File: config.mk
export PLATFORM = sky130hd
export DESIGN_NAME = updown_timer
export DESIGN_NICKNAME = d
export VERILOG_FILES = /design/src/rtl/tmr_pkg.sv /design/src/rtl/tmr_regs.sv /design/src/rtl/tmr_prescaler.sv /design/src/rtl/tmr_counter.sv /design/src/rtl/updown_timer.sv
export SDC_FILE = /design/constraint.sdc
export NUM_CORES = 1
export LEC_CHECK = 0
export BUFFER_PORTS_ARGS = -buffer_cell sky130_fd_sc_hd__buf_2
export CAP_MARGIN = 0
export CORE_MARGIN = 1
export CORE_UTILIZATION = 55
export DETAILED_ROUTE_END_ITERATION = 6
export MAX_ROUTING_LAYER = met4
export PLACE_DENSITY = 0.74
export SLEW_MARGIN = 20
export SYNTH_ARGS = -nofsm -noshare
export SYNTH_HDL_FRONTEND = slang
export SYNTH_HIERARCHICAL = 1
export SYNTH_SLANG_ARGS = --single-unit
File: constraint.sdc
create_clock -name clk -period 3.5 [get_ports clk]
set_input_delay 0.7 -clock clk [delete_from_list [all_inputs] [get_ports clk]]
set_output_delay 0.7 -clock clk [all_outputs]
set_load 0.005 [all_outputs]
File: src/rtl/tmr_pkg.sv
package tmr_pkg;
   typedef enum logic [2:0] {
      ADR_CTRL = 3'd0,
      ADR_IEN  = 3'd1,
      ADR_STAT = 3'd2,
      ADR_PSC  = 3'd3,
      ADR_ARR  = 3'd4
   } tmr_addr_e;

   localparam int CTL_RUN = 0;
   localparam int CTL_DIR = 1;
   localparam int CTL_SSH = 2;
   localparam int IEN_IRQ = 0;
   localparam int IEN_DMA = 1;
endpackage

File: src/rtl/tmr_regs.sv
module tmr_regs
   import tmr_pkg::*;
#(
   parameter int DATA_W = 16,
   parameter int CNT_W  = 16,
   parameter int PSC_W  = 16
) (
   input  logic              clk,
   input  logic              rst_n,
   input  logic              wr_en,
   input  logic [2:0]        wr_addr,
   input  logic [DATA_W-1:0] wr_data,
   input  logic              upd,
   output logic              run,
   output logic              dir,
   output logic              ssh,
   output logic              ie_irq,
   output logic              ie_dma,
   output logic              flag,
   output logic [PSC_W-1:0]  psc_pre,
   output logic [CNT_W-1:0]  arr_pre
);
   logic wr_ctrl, wr_ien, wr_stat, wr_psc, wr_arr;

   always_comb begin
      wr_ctrl = wr_en && (wr_addr == ADR_CTRL);
      wr_ien  = wr_en && (wr_addr == ADR_IEN);
      wr_stat = wr_en && (wr_addr == ADR_STAT);
      wr_psc  = wr_en && (wr_addr == ADR_PSC);
      wr_arr  = wr_en && (wr_addr == ADR_ARR);
   end

   always_ff @(posedge clk or negedge rst_n) begin
      if (!rst_n) begin
         run     <= 1'b0;
         dir     <= 1'b0;
         ssh     <= 1'b0;
         ie_irq  <= 1'b0;
         ie_dma  <= 1'b0;
         flag    <= 1'b0;
         psc_pre <= '0;
         arr_pre <= '1;
      end else begin
         if (wr_ctrl) begin
            run <= wr_data[CTL_RUN];
            dir <= wr_data[CTL_DIR];
            ssh <= wr_data[CTL_SSH];
         end else if (upd && ssh) begin
            run <= 1'b0;
         end
         if (wr_ien) begin
            ie_irq <= wr_data[IEN_IRQ];
            ie_dma <= wr_data[IEN_DMA];
         end
         if (upd)
            flag <= 1'b1;
         else if (wr_stat && !wr_data[0])
            flag <= 1'b0;
         if (wr_psc) psc_pre <= wr_data[PSC_W-1:0];
         if (wr_arr) arr_pre <= wr_data[CNT_W-1:0];
      end
   end
endmodule

File: src/rtl/tmr_prescaler.sv
module tmr_prescaler #(
   parameter int PSC_W = 16
) (
   input  logic             clk,
   input  logic             rst_n,
   input  logic             run,
   input  logic [PSC_W-1:0] div_m1,
   output logic             tick
);
   logic [PSC_W-1:0] acc;

   assign tick = run && (acc == div_m1);

   always_ff @(posedge clk or negedge rst_n) begin
      if (!rst_n)       acc <= '0;
      else if (!run)    acc <= '0;
      else if (tick)    acc <= '0;
      else              acc <= acc + 1'b1;
   end
endmodule

File: src/rtl/tmr_counter.sv
module tmr_counter #(
   parameter int CNT_W = 16,
   parameter int PSC_W = 16
) (
   input  logic             clk,
   input  logic             rst_n,
   input  logic             run,
   input  logic             tick,
   input  logic             dir,
   input  logic [CNT_W-1:0] arr_pre,
   input  logic [PSC_W-1:0] psc_pre,
   output logic [CNT_W-1:0] cnt,
   output logic [CNT_W-1:0] arr_act,
   output logic [PSC_W-1:0] psc_act,
   output logic             upd
);
   logic at_edge, load;

   always_comb begin
      at_edge = dir ? (cnt == '0) : (cnt == arr_act);
      upd     = tick && at_edge;
      load    = upd || !run;
   end

   always_ff @(posedge clk or negedge rst_n) begin
      if (!rst_n) begin
         cnt     <= '0;
         arr_act <= '1;
         psc_act <= '0;
      end else begin
         if (load) begin
            arr_act <= arr_pre;
            psc_act <= psc_pre;
         end
         if (tick) begin
            if (at_edge) cnt <= dir ? arr_act : '0;
            else         cnt <= dir ? cnt - 1'b1 : cnt + 1'b1;
         end
      end
   end
endmodule

File: src/rtl/updown_timer.sv
module updown_timer
   import tmr_pkg::*;
#(
   parameter int DATA_W  = 16,
   parameter int CNT_W   = 16,
   parameter int PSC_W   = 16,
   parameter bit IRQ_REG = 1'b0
) (
   input  logic              clk,
   input  logic              rst_n,
   input  logic              wr_en,
   input  logic [2:0]        wr_addr,
   input  logic [DATA_W-1:0] wr_data,
   output logic [CNT_W-1:0]  cnt_o,
   output logic              run_o,
   output logic              flag_o,
   output logic              irq_o,
   output logic              dma_req_o
);
   if (CNT_W < 2 || CNT_W > DATA_W) begin : g_bad_cnt
      $error("CNT_W must lie in 2..DATA_W");
   end
   if (PSC_W < 1 || PSC_W > DATA_W) begin : g_bad_psc
      $error("PSC_W must lie in 1..DATA_W");
   end

   logic             run_w, dir_w, ssh_w, ie_irq_w, ie_dma_w, flag_w;
   logic             tick_w, upd_w;
   logic [PSC_W-1:0] psc_pre_w, psc_act_w;
   logic [CNT_W-1:0] arr_pre_w, arr_act_w, cnt_w;
   logic             dma_q;

   tmr_regs #(.DATA_W(DATA_W), .CNT_W(CNT_W), .PSC_W(PSC_W)) u_regs (
      .clk(clk), .rst_n(rst_n), .wr_en(wr_en), .wr_addr(wr_addr),
      .wr_data(wr_data), .upd(upd_w), .run(run_w), .dir(dir_w),
      .ssh(ssh_w), .ie_irq(ie_irq_w), .ie_dma(ie_dma_w), .flag(flag_w),
      .psc_pre(psc_pre_w), .arr_pre(arr_pre_w)
   );

   tmr_prescaler #(.PSC_W(PSC_W)) u_psc (
      .clk(clk), .rst_n(rst_n), .run(run_w), .div_m1(psc_act_w), .tick(tick_w)
   );

   tmr_counter #(.CNT_W(CNT_W), .PSC_W(PSC_W)) u_cnt (
      .clk(clk), .rst_n(rst_n), .run(run_w), .tick(tick_w), .dir(dir_w),
      .arr_pre(arr_pre_w), .psc_pre(psc_pre_w), .cnt(cnt_w),
      .arr_act(arr_act_w), .psc_act(psc_act_w), .upd(upd_w)
   );

   always_ff @(posedge clk or negedge rst_n) begin
      if (!rst_n) dma_q <= 1'b0;
      else        dma_q <= upd_w && ie_dma_w;
   end

   if (IRQ_REG) begin : g_irq_reg
      logic irq_q;
      always_ff @(posedge clk or negedge rst_n) begin
         if (!rst_n) irq_q <= 1'b0;
         else        irq_q <= flag_w && ie_irq_w;
      end
      assign irq_o = irq_q;
   end else begin : g_irq_comb
      assign irq_o = flag_w && ie_irq_w;
   end

   assign cnt_o     = cnt_w;
   assign run_o     = run_w;
   assign flag_o    = flag_w;
   assign dma_req_o = dma_q;
endmodule

* Word level (Yosys, flattened, before mapping)
Index checks and enable logic that the tools add are counted.
** Storage, ports and cells
- Bits in writable memories :: 0
- Word-level logic and storage cells :: 50
- Latch bits :: 0
- Memory bits (read-only) :: 0
- Memories :: 0
- Output and inout port bits :: 20
- Bits of input ports :: 22
- Bits in registers :: 103
** Cells by class
- Reduce and logical (&&, ||, !) cells :: 18
- Shifts and indexed selects :: 0
- Bitwise gates (word level) :: 0
- $add $sub $neg :: 3
- Mux-type cells :: 10
- Magnitude comparators :: 0
- Div/mod/pow operators :: 0
- Eq/ne operators :: 6
- Multipliers :: 0
** Operators by type and width (number)
- $mux 16 :: 5
- $add 16x1->16 const B :: 2
- $eq 16x16->1 :: 2
- $logic_not 16->1 :: 1
- $sub 16x1->16 const B :: 1
- $logic_and 1x1->1 :: 11
- $eq 3x2->1 const B :: 2
- $mux 1 :: 5
- $reduce_bool 2->1 :: 2
- $eq 3x1->1 const B :: 1
- $eq 3x3->1 const B :: 1
- $logic_not 3->1 :: 1
- $logic_not 1->1 :: 2
- $logic_or 1x1->1 :: 1

* Depth between registers and ports, before layout
- Depth after elaboration :: 6
- Mapped depth :: 10
- Depth with buffers taken out :: 8

* By module
The synthesis kept the hierarchy.
** Modules (own cells, without submodules)
- tmr_counter :: times used 1, cells an instance 288, area each 3001.6 um^2
- tmr_regs :: times used 1, cells an instance 87, area each 1546.5 um^2
- tmr_prescaler :: times used 1, cells an instance 98, area each 954.7 um^2
- updown_timer :: times used 1, cells an instance 3, area each 37.5 um^2

* Worst setup path after synthesis
Ideal clock, no wire load.
- Path kind :: register to register
- Start :: reg u_psc.acc[11]
- End :: reg u_cnt.psc_act[0]
- Data arrival time :: 2.537 ns
- Period minus slack after synthesis :: 2.662 ns
- Path slack :: 0.838 ns
- Stages on the path, launching flop included :: 10
- Buffers on the path :: 2
- Path through :: dfrtp_1 buf_6 xor2_1 nor4_2 nand2_1 nor4_1 clkinv_1 o21ai_4 buf_6 mux2_2
** On the way
- Word-level cells in the longest chain between the ends :: 4
** Ends and longest elaborated chain
- from (decl) :: line tmr_prescaler.sv:10 : logic [PSC_W-1:0] acc;
- from (signal assigned) :: line tmr_prescaler.sv:18 : else acc <= acc + 1'b1;
- $eq 16x16->1 :: line tmr_prescaler.sv:12 : assign tick = run && (acc == div_m1);
- $logic_and 1x1->1 :: line tmr_prescaler.sv:12
- via tick_w :: line updown_timer.sv:28 : logic tick_w, upd_w;
- $logic_and 1x1->1 :: line tmr_counter.sv:21 : upd = tick && at_edge;
- $logic_or 1x1->1 :: line tmr_counter.sv:22 : load = upd || !run;
- to (signal assigned) :: line tmr_counter.sv:33 : psc_act <= psc_pre;
- to (decl) :: line tmr_counter.sv:14 : output logic [PSC_W-1:0] psc_act,
The timed path passes the listed nets, and every way through them passes these cells.
A chain may end at the register's enable or synchronous reset.

* Worst setup path in the final report
- Start :: reg u_regs.dir
- End :: reg u_cnt.cnt[13]
** On the way
- Word-level cells in the longest chain between the ends :: 2
- Elaborated cells on any way between the ends :: 4
- Classes of those cells :: mux: 4
** Ends and longest elaborated chain
- from (decl) :: line tmr_regs.sv:15 : output logic dir,
- from (signal assigned) :: line tmr_regs.sv:46 : dir <= wr_data[CTL_DIR];
- $mux 16 (tied with other cells) :: line tmr_counter.sv:37 : else cnt <= dir ? cnt - 1'b1 : cnt + 1'b1;
- $mux 16 * :: line tmr_counter.sv:36 : if (at_edge) cnt <= dir ? arr_act : '0;
- to (signal assigned) :: line tmr_counter.sv:36
- to (signal assigned) :: line tmr_counter.sv:37
- to (decl) :: line tmr_counter.sv:12 : output logic [CNT_W-1:0] cnt,
Every way passes the cells marked *; elsewhere a longest branch is shown, timed or not.

==> flow_summary.toml <==
[cells_and_area]
antenna_cells = 0
fin_area_mm2 = 0.00608
fin_util = 0.622
final_cell_mix = "71 x dfrtp_1, 56 x mux2_2, 40 x buf_2"
layout_commonest_cell = "dfrtp_1"
fill_cells = 796
area_delta_synth_final_pct = 9.76
drive_gt1_frac = 0.340
final_nets = 556

[floorplanning]
core_region_area_mm2 = 0.00977
dieArea_mm2 = 0.0105
die_h_um = 102
die_w_um = 102
rows = 36
start_util = 0.567
boundaryPins = 42

[yosys]
syn_nets = 514
synth_cell_types = 64
synth_edf_count = 0
synthCells = 476
synth_async_sr_flop_share = 1.00
synth_top_area_share = 0.321
syn_area_per_cell_um2 = 11.6
ys_warn_count = 6
synthesis.area_mm2 = 0.00554
yosysSeqAreaShare = 0.472
synth_flop_cell = "dfrtp_1"
ys_ff_latch = 103
synthTopCellsByArea = "dfrtp_1 32%, dfstp_2 15%, mux2_2 11%"
synth_top_cell_by_area = "dfrtp_1"

[timing]
fin_crit_sh = 0.882
final-max-slew-violation-count = 0
fin_crit_ps = 3090
setup_tns_ps = 0
finalSetupViolCount = 0
fmax_mhz = 324
slew_headroom = 0.387
hold_viol = 0
worst_slew_pin_slew_ps = 920
holdWs_ps = 345
rsz0062_at_grt = "false"
skew_ps = 11.5

[clock_network]
post_cts_resized = 0
clock-root-buffer = "clkbuf_8"
postCtsHoldBufs = 0
cts_buffer_depth = 2
clock_latency_ps = 370
cts_made_buffers = 9
cts-htree-levels = 3
clk_pin_slew_ps = 100
cts_tree = "built"
cts_setup_buffers = 0
cts.sinks = 103

[setup_path]
path_max_fanout = 23
endpoint_kind = "flop"
r2r-start = "u_regs/dir$_DFFE_PN0P_"
reg2regPathDepth = 7
path_class = "reg2reg"
arrival_ps = 3320
crit_required_ps = 3740
ff2ff_setup_slack_ps = 410
worstReg2RegEnd = "u_cnt/cnt[13]$_DFFE_PN0P_"
worstSetupStartpointType = "flop"

[placement]
routabilityCongestion = 0.906
placed_area_mm2 = 0.00587
port-buffer-count = 41
dp_hpwl_um = 8720

[status]
outcome = "complete, no violations"

[global_routing]
overflow = 0
grt_max_degree = 55
grt_pass1_wl_um = 20100
track_usage = 0.261
grt_pass1_vias = 3996
antenna_found_initial = 0

[route]
routed.top_layer = "met4"
drc = 0
drt_wl_total_um = 12200
wl_met2_um = 6010
ant_nets = 0
first_pass_iters = 5
drt-met1-wl_um = 5410
vias = 3942
routedWlPerCell_um = 18.5
vias_per_cell = 6.01
drtIter0Drc = 242
wl_met3_um = 452

[flow_run]
maxCapViolations = 0

[power]
vdd_ir_drop_max_uv = 395
power_density_mw_per_mm2 = 613
p_leak_nw = 2.58

[worst_hold_path]
hold_path_class = "in2async"
how the worst max path moves through the flow:
stage	slack [ps]	cells past startpoint	endpoint	from
after floorplan	840	9	u_cnt/psc_act[0]$_DFFE_PN0P_	u_psc/acc[11]$_DFF_PN0_
after global placement	610	7	u_cnt/cnt[13]$_DFFE_PN0P_	u_regs/dir$_DFFE_PN0P_
after detailed placement	520	7	u_cnt/cnt[13]$_DFFE_PN0P_	u_regs/dir$_DFFE_PN0P_
after CTS	480	7	u_cnt/cnt[13]$_DFFE_PN0P_	u_regs/dir$_DFFE_PN0P_
after global routing	290	7	u_cnt/cnt[13]$_DFFE_PN0P_	u_regs/dir$_DFFE_PN0P_
final	410	7	u_cnt/cnt[13]$_DFFE_PN0P_	u_regs/dir$_DFFE_PN0P_
registers in the layout, indices dropped and copies added, names as in the netlist:
signal	flops
u_regs/run	1
u_cnt/arr_act	16
u_regs/flag	1
u_regs/arr_pre	16
u_cnt/psc_act	16
dma_req_o	1
u_regs/ie_dma	1
u_regs/psc_pre	16
u_regs/dir	1
u_regs/ie_irq	1
u_cnt/cnt	16
u_regs/ssh	1
u_psc/acc	16
per-layer routing:
metal  GRT usage  vias up
met3      0.0431       28
met5           -        -
met4      0.0725        0
li1            -     1827
met1       0.341     1983
met2       0.423      104
report_power, final:
part / switching (W) / internal (W) / leakage (nW)
clock: 0.000439 / 0.000346 / 0.0983
combinational: 0.000508 / 0.000578 / 1.24
sequential: 0.000303 / 0.00156 / 1.24
total: 0.00125 / 0.00248 / 2.58
kinds of logic (layout without fill, tap and decap cells):
logic type      count (synthesis)  after routing  synth area share
buf+inv                        26             73            0.0298
simple gates                  129            129             0.126
mux                            70             70             0.149
xor+xnor                       55             55            0.0869
fa+ha+maj                      16             16            0.0375
compound gates                 77             77            0.0985
flops                         103            103             0.472
synth_stat cells (3+ instances only):
library cell,n
and4_1,3
nor2_1,35
o21ai_0,15
a21oi_1,19
nor3_1,6
a31oi_1,4
nand3_1,16
mux2_1,3
xnor2_1,33
o221ai_1,7
nand2_1,24
mux2_2,56
a211oi_1,5
inv_1,9
nand4_1,14
o211ai_1,4
buf_6,6
ha_1,15
mux2_4,10
a31o_2,3
dfstp_2,32
clkbuf_1,6
dfrtp_1,71
xor2_1,22
nor4_1,5
and3_1,5
final cells by class:
cell class	instances	area [um2]	area share
Sequential cell	103	2620	0.430
Timing Repair Buffer	47	265	0.0436
Clock inverter	7	91.3	0.0150
Tap cell	133	166	0.0274
Multi-Input combinational cell	347	2780	0.457
Inverter	10	37.5	0.00617
Clock buffer	9	124	0.0204
stage by stage:
| stage | total power [W] | setup WS, ps | cells |
|---|---|---|---|
| final | 0.00373 | 413 | 656 |
| after global routing | 0.00394 | 289 | 656 |
| after CTS | 0.00375 | 484 | 656 |
| after detailed placement | 0.00295 | 517 | 640 |
| after global placement | 0.00291 | 615 | 640 |
| after floorplan | 0.00263 | 838 | 476 |
critical path: stages, from the launching register on:
cell and delay, ps:
dfrtp_1 930, ha_1 370, o211ai_1 110, o21ai_0 590
a31oi_1 240, or3b_2 500, nand4_1 100, a31oi_1 100
Power figures use the tool's default switching activity.
